==> config.mk <==
export PLATFORM = sky130hd
export DESIGN_NAME = tsense_seq
export DESIGN_NICKNAME = d
export VERILOG_FILES = /design/src/rtl/tsense_pkg.sv /design/src/rtl/tsense_fsm.sv /design/src/rtl/tsense_conv.sv /design/src/rtl/tsense_seq.sv
export SDC_FILE = /design/constraint.sdc
export NUM_CORES = 1
export LEC_CHECK = 0
export ABC_CLOCK_PERIOD_IN_PS = 2700
export CAP_MARGIN = 20
export CELL_PAD_IN_SITES_DETAIL_PLACEMENT = 1
export CELL_PAD_IN_SITES_GLOBAL_PLACEMENT = 1
export CORE_MARGIN = 4
export CORE_UTILIZATION = 40
export DETAILED_ROUTE_END_ITERATION = 10
export MAX_ROUTING_LAYER = met4
export PLACE_DENSITY_LB_ADDON = 0.1
export SLEW_MARGIN = 10
export SYNTH_ARGS = -nofsm -noshare
export SYNTH_HDL_FRONTEND = slang
export SYNTH_SLANG_ARGS = --single-unit
export TNS_END_PERCENT = 1
==> constraint.sdc <==
create_clock -name clk_i -period 2.7 [get_ports clk_i]
set_input_delay 0.405 -clock clk_i [delete_from_list [all_inputs] [get_ports clk_i]]
set_output_delay 0.405 -clock clk_i [all_outputs]
set_load 0.05 [all_outputs]
==> src/rtl/tsense_pkg.sv <==
package tsense_pkg;

  typedef enum logic [2:0] {
    ST_OFF,
    ST_PDHOLD,
    ST_PWRUP,
    ST_RSTREL,
    ST_RUN,
    ST_STOP
  } seq_state_e;

  // ceil(ns * hz / 1e9), never below one cycle
  function automatic int unsigned ns_to_cyc(input longint unsigned ns, input longint unsigned hz);
    longint unsigned c;
    c = (ns * hz + 64'd999_999_999) / 64'd1_000_000_000;
    if (c == 0) c = 1;
    return int'(c);
  endfunction

endpackage

==> src/rtl/tsense_fsm.sv <==
module tsense_fsm
  import tsense_pkg::*;
#(
  parameter longint unsigned CLK_HZ   = 100_000_000,
  parameter longint unsigned T_PDH_NS = 1000,
  parameter longint unsigned T_PU_NS  = 50000,
  parameter longint unsigned T_RST_NS = 100,
  parameter longint unsigned T_SU_NS  = 1000
) (
  input  logic clk_i,
  input  logic rst_ni,
  input  logic want_en_i,
  output logic pd_o,
  output logic rstn_o,
  output logic run_o,
  output logic busy_o,
  output logic running_o
);

  localparam int unsigned PDH_CYC = ns_to_cyc(T_PDH_NS, CLK_HZ);
  localparam int unsigned PU_CYC  = ns_to_cyc(T_PU_NS + T_RST_NS, CLK_HZ);
  localparam int unsigned SU_CYC  = ns_to_cyc(T_SU_NS, CLK_HZ);
  localparam int unsigned MAX_A   = (PDH_CYC > PU_CYC) ? PDH_CYC : PU_CYC;
  localparam int unsigned MAX_CYC = (MAX_A > SU_CYC) ? MAX_A : SU_CYC;
  localparam int unsigned CNT_W   = $clog2(MAX_CYC + 1);

  seq_state_e state_q, state_d;
  logic [CNT_W-1:0] tmr_q, load_val;
  logic             load;
  logic             tmr_zero;

  assign tmr_zero = (tmr_q == '0);

  always_comb begin
    state_d  = state_q;
    load     = 1'b0;
    load_val = '0;
    unique case (state_q)
      ST_OFF: if (want_en_i) begin
        state_d = ST_PDHOLD; load = 1'b1; load_val = CNT_W'(PDH_CYC - 1);
      end
      ST_PDHOLD: if (tmr_zero) begin
        state_d = ST_PWRUP; load = 1'b1; load_val = CNT_W'(PU_CYC - 1);
      end
      ST_PWRUP: if (tmr_zero) begin
        state_d = ST_RSTREL; load = 1'b1; load_val = CNT_W'(SU_CYC - 1);
      end
      ST_RSTREL: if (tmr_zero) state_d = ST_RUN;
      ST_RUN: if (!want_en_i) begin
        state_d = ST_STOP; load = 1'b1; load_val = CNT_W'(SU_CYC - 1);
      end
      ST_STOP: if (tmr_zero) state_d = ST_OFF;
      default: state_d = ST_OFF;
    endcase
  end

  always_ff @(posedge clk_i or negedge rst_ni) begin
    if (!rst_ni) begin
      state_q <= ST_OFF;
      tmr_q   <= '0;
    end else begin
      state_q <= state_d;
      if (load)           tmr_q <= load_val;
      else if (!tmr_zero) tmr_q <= tmr_q - 1'b1;
    end
  end

  always_comb begin
    pd_o   = 1'b0;
    rstn_o = 1'b0;
    run_o  = 1'b0;
    unique case (state_q)
      ST_OFF, ST_PDHOLD: pd_o = 1'b1;
      ST_PWRUP:          ;
      ST_RSTREL, ST_STOP: rstn_o = 1'b1;
      ST_RUN: begin rstn_o = 1'b1; run_o = 1'b1; end
      default: pd_o = 1'b1;
    endcase
  end

  assign running_o = (state_q == ST_RUN);
  assign busy_o    = (state_q != ST_RUN) && (state_q != ST_OFF);

  // window counters observed at the pins
  logic [CNT_W:0] pu_seen_q, su_seen_q;
  always_ff @(posedge clk_i or negedge rst_ni) begin
    if (!rst_ni) begin
      pu_seen_q <= '0;
      su_seen_q <= '0;
    end else begin
      if (pd_o || rstn_o)                          pu_seen_q <= '0;
      else if (pu_seen_q != (CNT_W+1)'(MAX_CYC))   pu_seen_q <= pu_seen_q + 1'b1;
      if (!rstn_o || run_o || pd_o)                su_seen_q <= '0;
      else if (su_seen_q != (CNT_W+1)'(MAX_CYC))   su_seen_q <= su_seen_q + 1'b1;
    end
  end


  pu_window_chk: assert property (@(posedge clk_i) disable iff (!rst_ni)
    $rose(rstn_o) |-> (pu_seen_q >= (CNT_W+1)'(PU_CYC)));

  su_window_chk: assert property (@(posedge clk_i) disable iff (!rst_ni)
    $rose(run_o) |-> (su_seen_q >= (CNT_W+1)'(SU_CYC)));

  run_rise_chk: assert property (@(posedge clk_i) disable iff (!rst_ni)
    $rose(run_o) |-> (rstn_o && !pd_o && $past(rstn_o)));

  pd_rise_chk: assert property (@(posedge clk_i) disable iff (!rst_ni)
    $rose(pd_o) |-> ($past(rstn_o) && !$past(run_o) && !run_o));

endmodule

==> src/rtl/tsense_conv.sv <==
module tsense_conv #(
  parameter int unsigned CODE_W  = 12,
  parameter int unsigned SCALE   = 237500,
  parameter int unsigned DIVISOR = 4094,
  parameter int unsigned OFFSET  = 81100,
  parameter int unsigned OUT_W   = 32
) (
  input  logic                    clk_i,
  input  logic                    rst_ni,
  input  logic                    start_i,
  input  logic [CODE_W-1:0]       code_i,
  output logic                    busy_o,
  output logic                    done_o,
  output logic signed [OUT_W-1:0] mdeg_o
);

  localparam int unsigned PROD_W = CODE_W + $clog2(SCALE + 1);
  localparam int unsigned DIV_W  = $clog2(DIVISOR + 1);
  localparam int unsigned CNT_W  = $clog2(PROD_W + 1);

  logic [PROD_W-1:0] quo_q, quo_nxt, prod;
  logic [DIV_W-1:0]  rem_q, rem_nxt;
  logic [DIV_W:0]    rem_sh;
  logic [CNT_W-1:0]  cnt_q;
  logic              bit_q;

  assign prod = PROD_W'(code_i) * PROD_W'(SCALE);

  // restoring division, one quotient bit per cycle
  always_comb begin
    rem_sh = {rem_q, quo_q[PROD_W-1]};
    bit_q  = (rem_sh >= (DIV_W+1)'(DIVISOR));
    rem_nxt = bit_q ? DIV_W'(rem_sh - (DIV_W+1)'(DIVISOR)) : DIV_W'(rem_sh);
    quo_nxt = {quo_q[PROD_W-2:0], bit_q};
  end

  always_ff @(posedge clk_i or negedge rst_ni) begin
    if (!rst_ni) begin
      quo_q  <= '0;
      rem_q  <= '0;
      cnt_q  <= '0;
      busy_o <= 1'b0;
      done_o <= 1'b0;
      mdeg_o <= '0;
    end else begin
      done_o <= 1'b0;
      if (start_i && !busy_o) begin
        quo_q  <= prod;
        rem_q  <= '0;
        cnt_q  <= CNT_W'(PROD_W);
        busy_o <= 1'b1;
      end else if (busy_o) begin
        quo_q <= quo_nxt;
        rem_q <= rem_nxt;
        cnt_q <= cnt_q - 1'b1;
        if (cnt_q == CNT_W'(1)) begin
          busy_o <= 1'b0;
          done_o <= 1'b1;
          mdeg_o <= $signed({{(OUT_W-PROD_W){1'b0}}, quo_nxt}) - $signed(OUT_W'(OFFSET));
        end
      end
    end
  end


  done_pulse_chk: assert property (@(posedge clk_i) disable iff (!rst_ni)
    done_o |=> !done_o);

  done_idle_chk: assert property (@(posedge clk_i) disable iff (!rst_ni)
    done_o |-> !busy_o);

endmodule

==> src/rtl/tsense_seq.sv <==
module tsense_seq #(
  parameter longint unsigned CLK_HZ   = 100_000_000,
  parameter longint unsigned T_PDH_NS = 1000,
  parameter longint unsigned T_PU_NS  = 50000,
  parameter longint unsigned T_RST_NS = 100,
  parameter longint unsigned T_SU_NS  = 1000,
  parameter int unsigned     CODE_W   = 12,
  parameter int unsigned     RAW_LSB  = 16,
  parameter int unsigned     SCALE    = 237500,
  parameter int unsigned     DIVISOR  = 4094,
  parameter int unsigned     OFFSET   = 81100
) (
  input  logic              clk_i,
  input  logic              rst_ni,
  input  logic              reg_wen_i,
  input  logic              reg_wval_i,
  output logic [31:0]       reg_rdata_o,
  output logic [31:0]       temp_mdeg_o,
  output logic              temp_valid_o,
  output logic              busy_o,
  output logic              sns_pd_o,
  output logic              sns_rstn_o,
  output logic              sns_run_o,
  input  logic [CODE_W-1:0] sns_dout_i,
  input  logic              sns_sample_i
);

  logic              want_q;
  logic              running;
  logic [CODE_W-1:0] raw_q;
  logic              have_q;
  logic              conv_busy, conv_done, accept;
  logic signed [31:0] conv_mdeg;

  // latest request wins; the sequencer acts on it when at rest
  always_ff @(posedge clk_i or negedge rst_ni) begin
    if (!rst_ni) want_q <= 1'b0;
    else if (reg_wen_i) want_q <= reg_wval_i;
  end

  tsense_fsm #(
    .CLK_HZ(CLK_HZ), .T_PDH_NS(T_PDH_NS), .T_PU_NS(T_PU_NS),
    .T_RST_NS(T_RST_NS), .T_SU_NS(T_SU_NS)
  ) fsm_i (
    .clk_i(clk_i), .rst_ni(rst_ni), .want_en_i(want_q),
    .pd_o(sns_pd_o), .rstn_o(sns_rstn_o), .run_o(sns_run_o),
    .busy_o(busy_o), .running_o(running)
  );

  assign accept = sns_sample_i && running && !conv_busy;

  always_ff @(posedge clk_i or negedge rst_ni) begin
    if (!rst_ni) begin
      raw_q  <= '0;
      have_q <= 1'b0;
    end else begin
      if (accept) raw_q <= sns_dout_i;
      if (!running)       have_q <= 1'b0;
      else if (conv_done) have_q <= 1'b1;
    end
  end

  tsense_conv #(
    .CODE_W(CODE_W), .SCALE(SCALE), .DIVISOR(DIVISOR), .OFFSET(OFFSET), .OUT_W(32)
  ) conv_i (
    .clk_i(clk_i), .rst_ni(rst_ni), .start_i(accept), .code_i(sns_dout_i),
    .busy_o(conv_busy), .done_o(conv_done), .mdeg_o(conv_mdeg)
  );

  assign temp_mdeg_o  = conv_mdeg;
  assign temp_valid_o = have_q && running;

  always_comb begin
    reg_rdata_o = '0;
    reg_rdata_o[0] = sns_rstn_o;
    reg_rdata_o[1] = sns_pd_o;
    reg_rdata_o[2] = sns_run_o;
    reg_rdata_o[3] = busy_o;
    reg_rdata_o[4] = running;
    reg_rdata_o[5] = temp_valid_o;
    reg_rdata_o[RAW_LSB +: CODE_W] = raw_q;
  end


  valid_off_chk: assert property (@(posedge clk_i) disable iff (!rst_ni)
    temp_valid_o |-> (sns_run_o && sns_rstn_o && !sns_pd_o));

  busy_rest_chk: assert property (@(posedge clk_i) disable iff (!rst_ni)
    (!busy_o && !sns_run_o) |-> (sns_pd_o && !sns_rstn_o));

endmodule

### Word-level counts from Yosys, hierarchy flattened

Index checks and enable logic that the tools add are counted.

* input port bits: 17
* RAM bits: 0
* output and inout bits: 69
* bits in read-only memories: 0
* bits in registers: 111
* logic and storage cells: 84
* memories kept: 0
* latch bits: 0

* multipliers: 1
* reduce and logical (&&, ||, !) cells: 15
* divide/modulo/power cells: 0
* multiplexer cells: 36
* eq/ne operators: 15
* $add $sub $neg: 4
* shifts and indexed selects: 0
* bitwise logic cells: 1
* $lt $le $gt $ge: 1

Operator list (count)
* 30-bit 2-to-1 mux: 2
* 13-bit case mux with 4 select lines: 1
* 13-bit 2-to-1 mux: 3
* 12-bit 2-to-1 mux: 3
* 30-bit by 17-bit subtractor with 31-bit output (second input constant): 1
* 12-bit by 16-bit multiplier with 28-bit output (second input constant): 1
* 7-bit 2-to-1 mux: 3
* 3-bit 2-to-1 mux: 6
* 3-bit case mux with 6 select lines: 1
* 1-bit 2-to-1 mux: 14
* 13-bit by 12-bit greater-or-equal comparator with 1-bit output (second input constant): 1
* 13-bit logical NOT: 1
* 13-bit by 1-bit subtractor with 13-bit output (second input constant): 1
* 2-bit by 1-bit != test with 1-bit output (second input constant): 6
* 12-bit subtractor (second input constant): 1
* 5-bit 2-to-1 mux: 2
* 3-bit by 2-bit equality test with 1-bit output (second input constant): 2
* 3-bit equality test (second input constant): 2
* 6-bit AND reduction: 1
* 5-bit by 1-bit equality test with 1-bit output (second input constant): 1
* 1-bit logical AND: 5
* 5-bit by 1-bit subtractor with 5-bit output (second input constant): 1
* 2-bit != test (second input constant): 2
* 4-bit OR reduction: 1
* other kinds (11): 11

### Longest topological paths before layout

Gate-level depths: netlist of run 1.

* word-level depth: 6
* depth in mapped cells: 19
* depth with buffers taken out: 19

### By module

From an unflattened synthesis of run 1, not the netlist that was laid out.

* cells, all modules: 1020
* area total of the unflattened synthesis: 9658.0 um^2

By module, submodules not included
* tsense_conv: cells an instance 860, times used 1, area an instance 7941.4 um^2
* tsense_fsm: cells an instance 107, times used 1, area an instance 983.4 um^2
* tsense_seq: cells an instance 53, times used 1, area an instance 733.2 um^2

### Least setup slack after synthesis of run 1

OpenSTA, ideal clock, no wires.

* path kind: in2reg
* from: input port sns_dout_i[9]
* to: register conv_i.quo_q[29]
* buffers on the path: 0
* data required time: 2.631 ns
* arrival time: 5.099 ns
* stages on the path: 16
* setup slack: -2.468 ns
* setup time: 0.069 ns
* path through: fa_1 > inv_1 > fa_1 > inv_1 > fa_1 > fa_1 > inv_1 > fa_1 > inv_1 > ha_1 > and3_1 > a31oi_1 > o41ai_2 > a41oi_1 > or3_1 > nand3_1

* cells in the longest elaborated chain, start to end: 2

Ends and longest elaborated chain
* start, declared: RTL line tsense_seq.sv:24 `input logic [CODE_W-1:0] sns_dout_i,`
* 12-bit by 16-bit multiplier with 28-bit output: RTL line tsense_conv.sv:27 `assign prod = PROD_W'(code_i) * PROD_W'(SCALE);`
* 30-bit 2-to-1 mux: RTL line tsense_conv.sv:47 `if (start_i && !busy_o) begin`
* end signal, assigned: RTL line tsense_conv.sv:48 `quo_q <= prod;`
* end signal, assigned: RTL line tsense_conv.sv:53 `quo_q <= quo_nxt;`
* end, declared: RTL line tsense_conv.sv:21 `logic [PROD_W-1:0] quo_q, quo_nxt, prod;`

No other way between the ends.
A chain may end at the register's enable or synchronous reset.

### Worst setup path after layout of run 1

* from: input port sns_dout_i[11]
* to: register conv_i.quo_q[23]

The elaborated chain is that of the path after synthesis.

==> report_table.html, run 1 <==
<table>
<tr><th>Metric</th><th>Value</th></tr>
<tr><th colspan="2">Logic synthesis</th></tr>
<tr><td>Cell types with the largest area share after synthesis</td><td>sky130_fd_sc_hd__dfrtp_1 28%, sky130_fd_sc_hd__fa_1 17%, sky130_fd_sc_hd__ha_1 11%</td></tr>
<tr><td>Cell accounting for the most synthesized area</td><td>sky130_fd_sc_hd__dfrtp_1</td></tr>
<tr><td>Number of synthesized flops with an enable pin</td><td>0</td></tr>
<tr><td>Warning count from the yosys run</td><td>0</td></tr>
<tr><td>Fraction of synthesized cell area taken by the top area cell type</td><td>between 20% and 30%</td></tr>
<tr><td>Number of instances in the synthesized netlist</td><td>1,057</td></tr>
<tr><td>Sequential area share after synthesis</td><td>28.29%</td></tr>
<tr><td>Ys async rst share</td><td>100.0%</td></tr>
<tr><td>Synthesized area divided by synthesized cell count</td><td>9.205 um2</td></tr>
<tr><td>Area of the mapped netlist</td><td>0.009729 mm2</td></tr>
<tr><td>Dominant register cell in the synthesized netlist</td><td>sky130_fd_sc_hd__dfrtp_1</td></tr>
<tr><td>Synthesized flop and latch total</td><td>110</td></tr>
<tr><td>Synth unique cells</td><td>between 70 and 80</td></tr>
<tr><th colspan="2">Final layout</th></tr>
<tr><td>Synthesis-to-finish area growth</td><td>30.72%</td></tr>
<tr><td>Most used cells in the layout excluding fill and tap cells</td><td>143 x sky130_fd_sc_hd__inv_1, 143 x sky130_fd_sc_hd__buf_4, 135 x sky130_fd_sc_hd__nand2_1</td></tr>
<tr><td>Final design instance area without fill</td><td>0.01272 mm2</td></tr>
<tr><td>Final design utilization</td><td>53.70%</td></tr>
<tr><td>Antenna diode instance count</td><td>0</td></tr>
<tr><td>Post-layout net count</td><td>1,435</td></tr>
<tr><td>Ratio of cells with drive above 1 in the final layout</td><td>a little under a quarter</td></tr>
<tr><th colspan="2">Detailed routing</th></tr>
<tr><td>Initial drt markers</td><td>309</td></tr>
<tr><td>Routed wire length</td><td>27.81 mm</td></tr>
<tr><td>Number of detailed-route iterations in the first pass</td><td>4</td></tr>
<tr><td>Vias post-DR</td><td>7,873</td></tr>
<tr><td>Vias per std cell</td><td>4.996</td></tr>
<tr><td>DR DRC count</td><td>0</td></tr>
<tr><td>Remaining antenna violation count after routing</td><td>0</td></tr>
<tr><td>Average detailed-routed wire length per instance</td><td>17.64 um</td></tr>
<tr><th colspan="2">Setup path</th></tr>
<tr><td>Cell family with the largest share of critical-path delay</td><td>adder cells</td></tr>
<tr><td>Setup CP Type</td><td>in -&gt; reg</td></tr>
<tr><td>Worst Path Buf+Inv</td><td>6</td></tr>
<tr><td>CP Launch Type</td><td>input port</td></tr>
<tr><td>Slowest cell on the critical path</td><td>sky130_fd_sc_hd__fa_2</td></tr>
<tr><td>Largest driver fanout on the critical path</td><td>4</td></tr>
<tr><td>Required time at the worst-slack endpoint</td><td>2.95 ns</td></tr>
<tr><td>Data arrival time of the critical path</td><td>5.07 ns</td></tr>
<tr><td>Critical Path Max Stage Delay</td><td>slightly above 0.6 ns</td></tr>
<tr><td>Sequence of cells on the critical path</td><td>buf_2 -&gt; fa_2 -&gt; buf_6 -&gt; buf_12 -&gt; fa_2 -&gt; fa_1 -&gt; fa_1 -&gt; inv_1 -&gt; fa_1 -&gt; inv_2 -&gt; ha_4 -&gt; and3_4 -&gt; buf_6 -&gt; a311oi_4 -&gt; o21ai_2 -&gt; a41oi_2 -&gt; xnor2_2 -&gt; a221o_1</td></tr>
<tr><td>Worst path most repeated cell</td><td>sky130_fd_sc_hd__fa_1</td></tr>
<tr><td>Category of the worst setup path capture point</td><td>flip-flop</td></tr>
<tr><th colspan="2">Hold path</th></tr>
<tr><td>Tightest Hold Check Type</td><td>in -&gt; async</td></tr>
<tr><th colspan="2">Outcome</th></tr>
<tr><td>Run status</td><td>complete, but fails checks</td></tr>
<tr><td>Failing checks</td><td>negative setup slack</td></tr>
<tr><th colspan="2">CTS</th></tr>
<tr><td>H-Tree Depth</td><td>3</td></tr>
<tr><td>Clock edge transition at the registers on the reported setup and hold paths</td><td>0.09 ns</td></tr>
<tr><td>Source-to-sink clock delay at the later pin of the worst-skew pair</td><td>0.37 ns</td></tr>
<tr><td>Number of buffers on the longest clock path</td><td>2</td></tr>
<tr><td>Total clock buffers created by CTS</td><td>9</td></tr>
<tr><td>Cell at the root of the clock tree</td><td>sky130_fd_sc_hd__clkbuf_16</td></tr>
<tr><td>Total number of clock tree sinks</td><td>110</td></tr>
<tr><td>CTS tree</td><td>yes</td></tr>
<tr><th colspan="2">Timing</th></tr>
<tr><td>Share of the clock period used by the worst path</td><td>178.4%</td></tr>
<tr><td>Max-slew headroom</td><td>approximately 47%</td></tr>
<tr><td>Worst-margin pin slew</td><td>around 0.8 ns</td></tr>
<tr><td>Layout Skew</td><td>0.01299 ns</td></tr>
<tr><td>Setup slack of the critical path after layout</td><td>-2.117 ns</td></tr>
<tr><td>Unrepaired setup endpoints after global routing</td><td>true</td></tr>
<tr><td>Post-route minimum period</td><td>between 4 and 5 ns</td></tr>
<tr><td>Final setup viols</td><td>24</td></tr>
<tr><td>Minimum hold slack</td><td>0.02608 ns</td></tr>
<tr><td>Final count of pins violating max slew</td><td>0</td></tr>
<tr><td>Final-report hold violation count</td><td>0</td></tr>
<tr><td>Max Fclk</td><td>0.2076 GHz</td></tr>
<tr><th colspan="2">Placed design</th></tr>
<tr><td>Post-placement worst setup slack</td><td>-2.834 ns</td></tr>
<tr><td>Total cell area at the placement stage</td><td>0.01168 mm2</td></tr>
<tr><td>Final Wtd Congestion</td><td>0.9106</td></tr>
<tr><td>Half-perimeter wire length after placement</td><td>20.97 mm</td></tr>
<tr><td>Port Buffer Count</td><td>71</td></tr>
<tr><th colspan="2">Global route</th></tr>
<tr><td>Pin count of the biggest net entering global routing</td><td>55</td></tr>
<tr><td>Antenna violations before repair</td><td>0</td></tr>
<tr><td>Congestion Overflow GR</td><td>0</td></tr>
<tr><td>Via count of the first global-routing pass</td><td>8,468</td></tr>
<tr><td>GRT Total Usage</td><td>21.99%</td></tr>
<tr><td>Global-route wire length before repair</td><td>45.56 mm</td></tr>
<tr><th colspan="2">Die</th></tr>
<tr><td>Vert. Die Dim</td><td>164.0 um</td></tr>
<tr><td>Std cell rows</td><td>56</td></tr>
<tr><td>Starting utilization of the core area</td><td>41.08%</td></tr>
<tr><td>Die X</td><td>164.0 um</td></tr>
<tr><td>Boundary Pins</td><td>86</td></tr>
<tr><td>Core region area</td><td>0.02368 mm2</td></tr>
<tr><td>Area of the die</td><td>around 0.027 mm2</td></tr>
<tr><th colspan="2">Power and ir drop</th></tr>
<tr><td>Worst-case vdd ir drop</td><td>0.001153 V</td></tr>
<tr><td>P per Cell Area</td><td>roughly 1400 mW/mm2</td></tr>
<tr><td>Leakage power summed over all cells</td><td>0.006076 uW</td></tr>
<tr><th colspan="2">Flow run</th></tr>
<tr><td>Number of maximum-capacitance constraint violations</td><td>0</td></tr>
</table>
==> through the flow <==
step | std cells | TNS (ns) | power (uW)
finish | 1576 | -38.94 | 18050
global route | 1576 | -42.07 | 19490
global placement | 1529 | -56.50 | 12600
floorplan | 1070 | -37.44 | 8818
CTS | 1572 | -38.30 | 16910
detailed placement | 1529 | -58.21 | 12810
==> timing repair <==
item | in CTS | in global routing
setup endpoints to repair | 24 | 29
setup buffers | 27 | 4
gates resized for setup | 128 | 34
hold buffers | 0 | 0
pin swaps | 75 | 40
==> worst register-to-register path, cell delays in order (launching register included) <==
cell	delay (ns)
sky130_fd_sc_hd__dfrtp_1	0.49
sky130_fd_sc_hd__ha_1	0.29
sky130_fd_sc_hd__o311a_1	0.40
sky130_fd_sc_hd__nor3_2	0.32
sky130_fd_sc_hd__nor2_1	0.15
sky130_fd_sc_hd__a211oi_1	0.34
sky130_fd_sc_hd__xnor2_1	0.16
sky130_fd_sc_hd__o21ai_0	0.08
==> routing by layer <==
layer / vias up / wire length, um / track usage, %
met4: 0 / 443 / 5.719
met3: 30 / 539 / 1.731
met2: 106 / 13840 / 36.51
met1: 3911 / 12990 / 29.40
met5: - / 0 / -
li1: 3826 / - / -
==> state kept, by name, summed over array words and instances, names as in the netlist <==
signal and cells:
conv_i.busy_o 1, have_q 1, conv_i.done_o 1, want_q 1
conv_i.rem_q 12, raw_q 12, conv_i.quo_q 30, fsm_i.tmr_q 13
conv_i.mdeg_o 31, fsm_i.state_q 3, conv_i.cnt_q 5
==> layout make-up <==
| type | count | area, um2 |
|---|---|---|
| flip-flops and latches | 110 | 2754 |
| multi-input cells | 738 | 6628 |
| well taps | 319 | 399.1 |
| clock inverters | 7 | 105.1 |
| repair buffers | 230 | 1993 |
| inverters | 163 | 614.3 |
| fillers | 2778 | 10960 |
| clock buffers | 9 | 225.2 |
==> kinds of logic (layout without fill, tap and decap cells) <==
logic type,count (synthesis),after routing,synth area share (%)
compound gates,194,194,13.01
xor+xnor,68,68,6.121
fa+ha+maj,166,166,27.60
buf+inv,222,409,9.465
flops,110,110,28.29
mux,17,17,1.839
other cells,1,14,0.03854
simple gates,279,279,13.63
==> power breakdown <==
part | internal [uW] | total (uW) | switching, uW | leakage, uW
clock | 762 | 1520 | 761 | 0.000162
sequential | 1770 | 1930 | 157 | 0.00137
combinational | 7330 | 14600 | 7280 | 0.00454
total | 9860 | 18100 | 8190 | 0.00608
==> synth_stat cells, types with 7 or more instances <==
master                     number
sky130_fd_sc_hd__fa_1          81
sky130_fd_sc_hd__inv_1        162
sky130_fd_sc_hd__nor3_1        18
sky130_fd_sc_hd__buf_4         22
sky130_fd_sc_hd__nor2_1        44
sky130_fd_sc_hd__nor4_1         7
sky130_fd_sc_hd__a21oi_1       36
sky130_fd_sc_hd__a21o_1        12
sky130_fd_sc_hd__o21ai_0       74
sky130_fd_sc_hd__xnor2_1       43
sky130_fd_sc_hd__a31oi_1       10
sky130_fd_sc_hd__nand2_1      139
sky130_fd_sc_hd__nor3b_1        7
sky130_fd_sc_hd__ha_1          85
sky130_fd_sc_hd__dfrtp_1      110
sky130_fd_sc_hd__clkbuf_1      32
sky130_fd_sc_hd__and3_1         7
sky130_fd_sc_hd__mux2i_1       12
sky130_fd_sc_hd__nand3_1       15
sky130_fd_sc_hd__xor2_1        25
==> path summary, 6_finish.rpt <==
check,startpoint,to,slack [ns],cells after the start
max,sns_dout_i[11],conv_i.quo_q[23],-2.12,18
min,rst_ni,conv_i.mdeg_o[6],0.03,1
max reg2reg,conv_i.quo_q[1],conv_i.mdeg_o[26],0.32,7
min reg2reg,conv_i.mdeg_o[4],conv_i.mdeg_o[4],0.48,2
max in group asynchronous,rst_ni,conv_i.busy_o,1.93,2
min in group clk_i,sns_dout_i[7],raw_q[7],0.37,4
Power figures use the tool's default switching activity.
==> inputs of run 2 (changes only) <==
--- a/config.mk
+++ b/config.mk
@@ -11,6 +11,7 @@
 export CELL_PAD_IN_SITES_GLOBAL_PLACEMENT = 1
 export CORE_MARGIN = 4
 export CORE_UTILIZATION = 40
+export CTS_CLUSTER_DIAMETER = 60
 export DETAILED_ROUTE_END_ITERATION = 10
 export MAX_ROUTING_LAYER = met4
 export PLACE_DENSITY_LB_ADDON = 0.1
==> results of run 2 <==
Same layout as run 1: the final DEF is identical, and so are final timing and power.
